===== config.mk =====
export PLATFORM = sky130hd
export DESIGN_NAME = spi_tgt_port
export DESIGN_NICKNAME = d
export VERILOG_FILES = /design/src/rtl/spi_tgt_pkg.sv /design/src/rtl/spi_tgt_sync.sv /design/src/rtl/spi_tgt_edge.sv /design/src/rtl/spi_tgt_tx.sv /design/src/rtl/spi_tgt_rx.sv /design/src/rtl/spi_tgt_port.sv
export SDC_FILE = /design/constraint.sdc
export NUM_CORES = 1
export LEC_CHECK = 0
export CAP_MARGIN = 15
export CORE_MARGIN = 1
export CORE_UTILIZATION = 56
export CTS_BUF_LIST = sky130_fd_sc_hd__clkbuf_2 sky130_fd_sc_hd__clkbuf_4 sky130_fd_sc_hd__clkbuf_8
export DETAILED_ROUTE_END_ITERATION = 10
export PLACE_DENSITY_LB_ADDON = 0.12
export SETUP_SLACK_MARGIN = 0.15
export SYNTH_ARGS = -nofsm -noshare
export SYNTH_HDL_FRONTEND = slang
export SYNTH_SLANG_ARGS = --single-unit

===== constraint.sdc =====
create_clock -name clk -period 1.75 [get_ports clk]
set_input_delay 0.35 -clock clk [delete_from_list [all_inputs] [get_ports clk]]
set_output_delay 0.35 -clock clk [all_outputs]
set_load 0.01 [all_outputs]

===== src/rtl/spi_tgt_pkg.sv =====
// Shared types for the SPI target word port.
// Assumes: the event bundle is produced once per functional cycle by the
// edge decoder and consumed by the transmit and receive paths.
package spi_tgt_pkg;

    // Per-cycle serial events, all in the functional clock domain.
    typedef struct packed {
        logic active;   // chip select currently asserted (synchronized)
        logic start;    // chip select has just asserted
        logic stop;     // chip select has just released
        logic sample;   // capture the incoming data bit this cycle
        logic shift;    // advance the outgoing data bit this cycle
    } spi_tgt_evt_t;

    // Width of a counter that can hold 0 .. n inclusive.
    function automatic int unsigned cnt_bits(input int unsigned n);
        return (n < 2) ? 1 : $clog2(n + 1);
    endfunction

endpackage


===== src/rtl/spi_tgt_sync.sv =====
// Multi-stage synchronizer for a bundle of asynchronous single-bit inputs.
// Assumes: each bit is independent; STAGES >= 2; RST_VAL gives the
// idle level that each bit shows out of reset.
module spi_tgt_sync #(
    parameter int unsigned         N       = 3,
    parameter int unsigned         STAGES  = 2,
    parameter logic [N-1:0]        RST_VAL = '0
) (
    input  logic         clk,
    input  logic         rst_n,
    input  logic [N-1:0] din,
    output logic [N-1:0] dout
);

    logic [N-1:0] stg [STAGES];

    for (genvar g = 0; g < STAGES; g++) begin : g_stage
        if (g == 0) begin : g_first
            // First stage samples the raw asynchronous inputs.
            always_ff @(posedge clk) begin
                if (!rst_n) stg[g] <= RST_VAL;
                else        stg[g] <= din;
            end
        end else begin : g_next
            // Later stages resolve metastability of the stage before.
            always_ff @(posedge clk) begin
                if (!rst_n) stg[g] <= RST_VAL;
                else        stg[g] <= stg[g-1];
            end
        end
    end

    assign dout = stg[STAGES-1];

endmodule


===== src/rtl/spi_tgt_edge.sv =====
// Converts the synchronized serial clock and chip select into per-cycle
// events, choosing the sample and shift edges from the phase setting.
// Assumes: idle-low serial clock; cfg_phase is stable during a frame.
module spi_tgt_edge
    import spi_tgt_pkg::*;
(
    input  logic         clk,
    input  logic         rst_n,
    input  logic         sclk_s,
    input  logic         csn_s,
    input  logic         cfg_phase,
    output spi_tgt_evt_t evt
);

    logic sclk_q;
    logic csn_q;
    logic first_seen;
    logic rise;
    logic fall;

    // Hold the previous synchronized levels for edge detection.
    always_ff @(posedge clk) begin
        if (!rst_n) begin
            sclk_q <= 1'b0;
            csn_q  <= 1'b1;
        end else begin
            sclk_q <= sclk_s;
            csn_q  <= csn_s;
        end
    end

    // Remember whether the first rising edge of the frame has passed.
    always_ff @(posedge clk) begin
        if (!rst_n)                      first_seen <= 1'b0;
        else if (csn_q && !csn_s)        first_seen <= 1'b0;
        else if (!csn_s && rise)         first_seen <= 1'b1;
    end

    // Decode edges and map them onto sample/shift per phase.
    always_comb begin
        rise       = sclk_s && !sclk_q;
        fall       = !sclk_s && sclk_q;
        evt.active = !csn_s;
        evt.start  = csn_q && !csn_s;
        evt.stop   = !csn_q && csn_s;
        if (cfg_phase) begin
            evt.sample = !csn_s && fall;
            evt.shift  = !csn_s && rise && first_seen;
        end else begin
            evt.sample = !csn_s && rise;
            evt.shift  = !csn_s && fall;
        end
    end

endmodule


===== src/rtl/spi_tgt_tx.sv =====
// Transmit path: holds the outgoing word, loads it into a shifter at the
// start of each frame and drives the output line while selected.
// Assumes: loads are honoured only between frames; cfg_start_en stable
// during a frame.
module spi_tgt_tx
    import spi_tgt_pkg::*;
#(
    parameter int unsigned WORD_W = 8
) (
    input  logic              clk,
    input  logic              rst_n,
    input  spi_tgt_evt_t      evt,
    input  logic              cfg_start_en,
    input  logic [WORD_W-1:0] tx_word,
    input  logic              tx_load,
    output logic              miso,
    output logic              miso_oe
);

    localparam int unsigned SR_W = WORD_W + 1;

    logic [WORD_W-1:0] hold_q;
    logic [SR_W-1:0]   sr_q;
    logic              oe_q;

    // Capture a new outgoing word only while no frame is in progress.
    always_ff @(posedge clk) begin
        if (!rst_n)                       hold_q <= '0;
        else if (tx_load && !evt.active)  hold_q <= tx_word;
    end

    // Load the shifter at frame start (0 in the start slot) and advance it.
    always_ff @(posedge clk) begin
        if (!rst_n)          sr_q <= '0;
        else if (evt.start)  sr_q <= cfg_start_en ? {1'b0, hold_q} : {hold_q, 1'b0};
        else if (evt.shift)  sr_q <= {sr_q[SR_W-2:0], 1'b0};
    end

    // Enable the pad in step with the shifter contents.
    always_ff @(posedge clk) begin
        if (!rst_n) oe_q <= 1'b0;
        else        oe_q <= evt.active;
    end

    assign miso_oe = oe_q;
    assign miso    = oe_q && sr_q[SR_W-1];

endmodule


===== src/rtl/spi_tgt_rx.sv =====
// Receive path: counts sampled slots, splits off the optional start slot,
// assembles the word and reports it once per frame.
// Assumes: a partial frame is simply forgotten at the next frame start.
module spi_tgt_rx
    import spi_tgt_pkg::*;
#(
    parameter int unsigned WORD_W = 8
) (
    input  logic              clk,
    input  logic              rst_n,
    input  spi_tgt_evt_t      evt,
    input  logic              cfg_start_en,
    input  logic              mosi_s,
    output logic [WORD_W-1:0] rx_word,
    output logic              rx_is_data,
    output logic              rx_valid
);

    localparam int unsigned CW = cnt_bits(WORD_W + 1);

    logic [CW-1:0]     cnt_q;
    logic              done_q;
    logic              flag_q;
    logic [WORD_W-1:0] sr_q;
    logic              last;
    logic              is_flag_slot;
    logic [WORD_W-1:0] next_word;

    // Classify the current slot.
    always_comb begin
        last         = (cnt_q == (CW'(WORD_W - 1) + CW'(cfg_start_en)));
        is_flag_slot = cfg_start_en && (cnt_q == '0);
        next_word    = {sr_q[WORD_W-2:0], mosi_s};
    end

    // Slot counter and one-word-per-frame latch.
    always_ff @(posedge clk) begin
        if (!rst_n) begin
            cnt_q  <= '0;
            done_q <= 1'b0;
        end else if (evt.start) begin
            cnt_q  <= '0;
            done_q <= 1'b0;
        end else if (evt.sample && !done_q) begin
            cnt_q  <= cnt_q + 1'b1;
            done_q <= last;
        end
    end

    // Capture the command/data slot or shift a data bit in.
    always_ff @(posedge clk) begin
        if (!rst_n) begin
            flag_q <= 1'b1;
            sr_q   <= '0;
        end else if (evt.sample && !done_q) begin
            if (is_flag_slot) flag_q <= mosi_s;
            else              sr_q   <= next_word;
        end
    end

    // Publish the completed word with a single-cycle strobe.
    always_ff @(posedge clk) begin
        if (!rst_n) begin
            rx_valid   <= 1'b0;
            rx_word    <= '0;
            rx_is_data <= 1'b1;
        end else begin
            rx_valid <= 1'b0;
            if (evt.sample && !done_q && last) begin
                rx_valid   <= 1'b1;
                rx_word    <= next_word;
                rx_is_data <= cfg_start_en ? flag_q : 1'b1;
            end
        end
    end

endmodule


===== src/rtl/spi_tgt_port.sv =====
// SPI target word port: synchronizes the serial pins, decodes edges, and
// runs the transmit and receive paths for one word per frame.
// Assumes: serial clock half-period >= 4 functional cycles; first edge at
// least half a serial period after chip select falls; idle-low clock.
module spi_tgt_port
    import spi_tgt_pkg::*;
#(
    parameter int unsigned WORD_W      = 8,
    parameter int unsigned SYNC_STAGES = 2
) (
    input  logic              clk,
    input  logic              rst_n,
    input  logic              cfg_phase,
    input  logic              cfg_start_en,
    input  logic [WORD_W-1:0] tx_word,
    input  logic              tx_load,
    input  logic              cs_n,
    input  logic              sclk,
    input  logic              mosi,
    output logic              miso,
    output logic              miso_oe,
    output logic [WORD_W-1:0] rx_word,
    output logic              rx_is_data,
    output logic              rx_valid
);

    localparam int unsigned PINS = 3;

    logic [PINS-1:0] pins_s;
    spi_tgt_evt_t    evt;

    spi_tgt_sync #(
        .N       (PINS),
        .STAGES  (SYNC_STAGES),
        .RST_VAL (3'b010)
    ) u_sync (
        .clk   (clk),
        .rst_n (rst_n),
        .din   ({mosi, cs_n, sclk}),
        .dout  (pins_s)
    );

    spi_tgt_edge u_edge (
        .clk       (clk),
        .rst_n     (rst_n),
        .sclk_s    (pins_s[0]),
        .csn_s     (pins_s[1]),
        .cfg_phase (cfg_phase),
        .evt       (evt)
    );

    spi_tgt_tx #(.WORD_W(WORD_W)) u_tx (
        .clk          (clk),
        .rst_n        (rst_n),
        .evt          (evt),
        .cfg_start_en (cfg_start_en),
        .tx_word      (tx_word),
        .tx_load      (tx_load),
        .miso         (miso),
        .miso_oe      (miso_oe)
    );

    spi_tgt_rx #(.WORD_W(WORD_W)) u_rx (
        .clk          (clk),
        .rst_n        (rst_n),
        .evt          (evt),
        .cfg_start_en (cfg_start_en),
        .mosi_s       (pins_s[2]),
        .rx_word      (rx_word),
        .rx_is_data   (rx_is_data),
        .rx_valid     (rx_valid)
    );

endmodule


==> metrics.txt <==
Slew HR=0.8287; Critical Path AT=1.84 ns; GRT Overall Usage=0.2102; Die ar.=3899 µm²; clock slew seen by the registers of the worst setup and hold paths=0.16 ns; initial DRC count=96; worst vdd ir=0.0006787 V; cell-internal power=1.408 mW; nets=269; synth cell count leaders=dfxtp_1, nand2_1, mux2i_1; net switching power=467.8 µW; Crit Path Max Fanout=8; Via density=5.221; CTS tree=built; clock share of power=0.292; drt wl/cell=12.19 µm; Hold Crit Class=reg -> reg; setup violators final=0; CP Launch Type=primary input; area grow syn2layout=24.22%; total grt overflow=0; largest stage delay on the critical path=0.53 ns; die height=62.44 µm; # diodes=0; Post-Synthesis Cells=216; setup TNS=0 ns; pin count of the biggest net entering global routing=55; DIE WIDTH=62.44 µm; unrepaired setup endpoints after global routing=no; Root Driver=clkbuf_4; post-synthesis async set-or-reset flop share=0; # port buffers=27; crit end category=flop; combinational group share of total power=0.081; Syn. warnings=0; Max Cap Violations=0; WS Path Type=in -> reg; hpwl dp=2590 µm; DRT Wirelength=3632 µm; share of post-route cells with drive strength above 1=0.1190; Core ar.=3416 µm²; Mean Syn Cell Area=9.471 µm²; clk_skew=0.01498 ns; status=finished, final reports clean; Post-synth EDFFs=0; actual slew at the worst max-slew pin=0.2529 ns; number of global-route vias before repair=1464; GPL Wtd Cong=0.8278; GR Util met2=0.3519; syn nets=234; clk_lat worst skew=0.37 ns; reg-to-reg endpoint=u_tx.sr_q[3]; cell family with most CP delay=buffers and inverters; Critical path origin=cfg_start_en; count leader, synth=dfxtp_1; Main synth FF type=dfxtp_1; met3 global-route usage=0.06022; Setup Buffers After CTS=0; Switching Fraction=0.2494; CP max stage cell=clkdlybuf4s50_1; Yosys top cell by area=dfxtp_1; via count=1556; Pleak=1.084 nW; sequential power share=0.627; cts bufs inserted=5; CTS sink cnt=50; dpl ws=-0.2498 ns; CTS max path bufs=2; Slew Limit Fails=0; Seq/Total Area, Yosys=0.4893; #FFs+latches synth=50; DRT antenna net count=0; critical path required time=2.06 ns; Pwr Total=1.876 mW; Final Cycle Share=0.8761; Top Usage Layer GRT=met2; r2r setup slk=0.27 ns; Synth Cell Area=2046 µm²; GR Util met1=0.2616; CP endpoint=u_rx.rx_word[1]; drt pass-1 iters=4; Initial Utilization=0.5989; first-pass GRT wire length=6513 µm; row count=21; drc violations=0; hold buffers post-CTS=0; io pins=28; Levels on crit path=6; initial antenna violation count=0; top cells by area, synth=dfxtp_1, mux2i_1, nand2_1; Fmax=652.2 MHz; Power Density=738.1 nW/µm²; H-Tree Depth=2; worst r2r src=u_edge.sclk_q; area share of the largest cell type after synthesis=0.4893; Tmin final=1.533 ns; setup ws final=0.2168 ns; reg2reg path depth=5; Cell variety after synth=36; count of final hold-check violations=0; WP buf/inv=2; Cell Chain, Critical Path=clkdlybuf4s50_1, nor4b_2, a22o_1, and2_1, buf_12, mux2i_1
==> power by group through the flow <==
stage / combinational (mW) / sequential (mW) / clock [mW]
final: 0.152 / 1.18 / 0.547
after global routing: 0.168 / 1.18 / 0.619
after CTS: 0.150 / 1.18 / 0.561
after detailed placement: 0.150 / 1.20 / 0
after global placement: 0.145 / 1.20 / 0
after floorplan: 0.0845 / 1.20 / 0
==> flip-flops by register name, indices dropped and copies added, names as in the netlist <==
register,flops
u_rx.sr_q,7
u_edge.sclk_q,1
u_rx.rx_word,8
u_tx.miso_oe,1
u_sync.stg,6
u_edge.first_seen,1
u_tx.hold_q,8
u_tx.sr_q,9
u_edge.csn_q,1
u_rx.done_q,1
u_rx.flag_q,1
u_rx.rx_is_data,1
u_rx.rx_valid,1
u_rx.cnt_q,4
==> repair_timing <==
action / 4_1_cts / 5_1_grt
gates cloned: 0 / 0
gates resized for setup: 13 / 5
hold endpoints to repair: 0 / 0
setup endpoints to repair: 11 / 18
==> logic make-up after synthesis <==
family          count (synthesis)  share of synthesized area
simple gates                   84                     0.1988
flops                          50                     0.4893
compound gates                 34                     0.1272
mux                            24                     0.1174
buf+inv                        19                    0.04220
xor+xnor                        3                    0.01285
fa+ha+maj                       2                    0.01223
==> metrics by stage <==
stage | hold WS, ns | std cells | cell area [µm²] | utilization
floorplan | 0.3863 | 216 | 2046 | -
finish | 0.4522 | 298 | 2541 | 0.7440
global placement | 0.3944 | 290 | 2465 | 0.7216
CTS | 0.4571 | 298 | 2516 | 0.7366
global route | 0.4751 | 298 | 2541 | 0.7440
detailed placement | 0.4245 | 290 | 2465 | 0.7216
==> worst min path at each step <==
stage / to / slack [ns] / cells after the start / startpoint
floorplan: u_sync.stg[1][1] / 0.39 / 1 / u_sync.stg[0][1]
global placement: u_sync.stg[1][1] / 0.39 / 1 / u_sync.stg[0][1]
detailed placement: u_sync.stg[1][1] / 0.42 / 1 / u_sync.stg[0][1]
CTS: u_sync.stg[1][1] / 0.46 / 1 / u_sync.stg[0][1]
global route: u_sync.stg[1][1] / 0.48 / 1 / u_sync.stg[0][1]
finish: u_sync.stg[1][1] / 0.45 / 1 / u_sync.stg[0][1]
==> final cells by class <==
cell class / instances / area [µm²]
Clock inverter: 3 / 25.02
Fill cell: 256 / 874.6
Multi-Input combinational cell: 147 / 979.7
Tap cell: 46 / 57.56
Clock buffer: 5 / 37.54
Sequential cell: 50 / 1005
Timing Repair Buffer: 41 / 414.1
Inverter: 6 / 22.52
==> metal layers <==
metal / share of wire / vias to the layer above
met5: 0 / -
met1: 0.47 / 708
li1: - / 807
met4: 0.012 / 0
met2: 0.48 / 35
met3: 0.038 / 6
==> placed cells by master (no fill, tap or decap), types with 2 or more instances in the layout <==
cell type and instances:
a21oi_1 2, inv_1 6, nand2_1 43, ha_1 2
xor2_1 2, nand3_1 8, dfxtp_2 3, buf_12 4
nand2b_1 5, dlygate4sd2_1 11, a21boi_1 8, buf_4 10
o211ai_1 3, clkdlybuf4s50_1 15, clkbuf_4 5, mux2i_1 24
nor2_1 9, o21ai_1 8, o2111ai_1 7, and3_1 2
nor2b_1 2, dfxtp_1 47, and2_1 7
(Power assumes the default switching activity.)
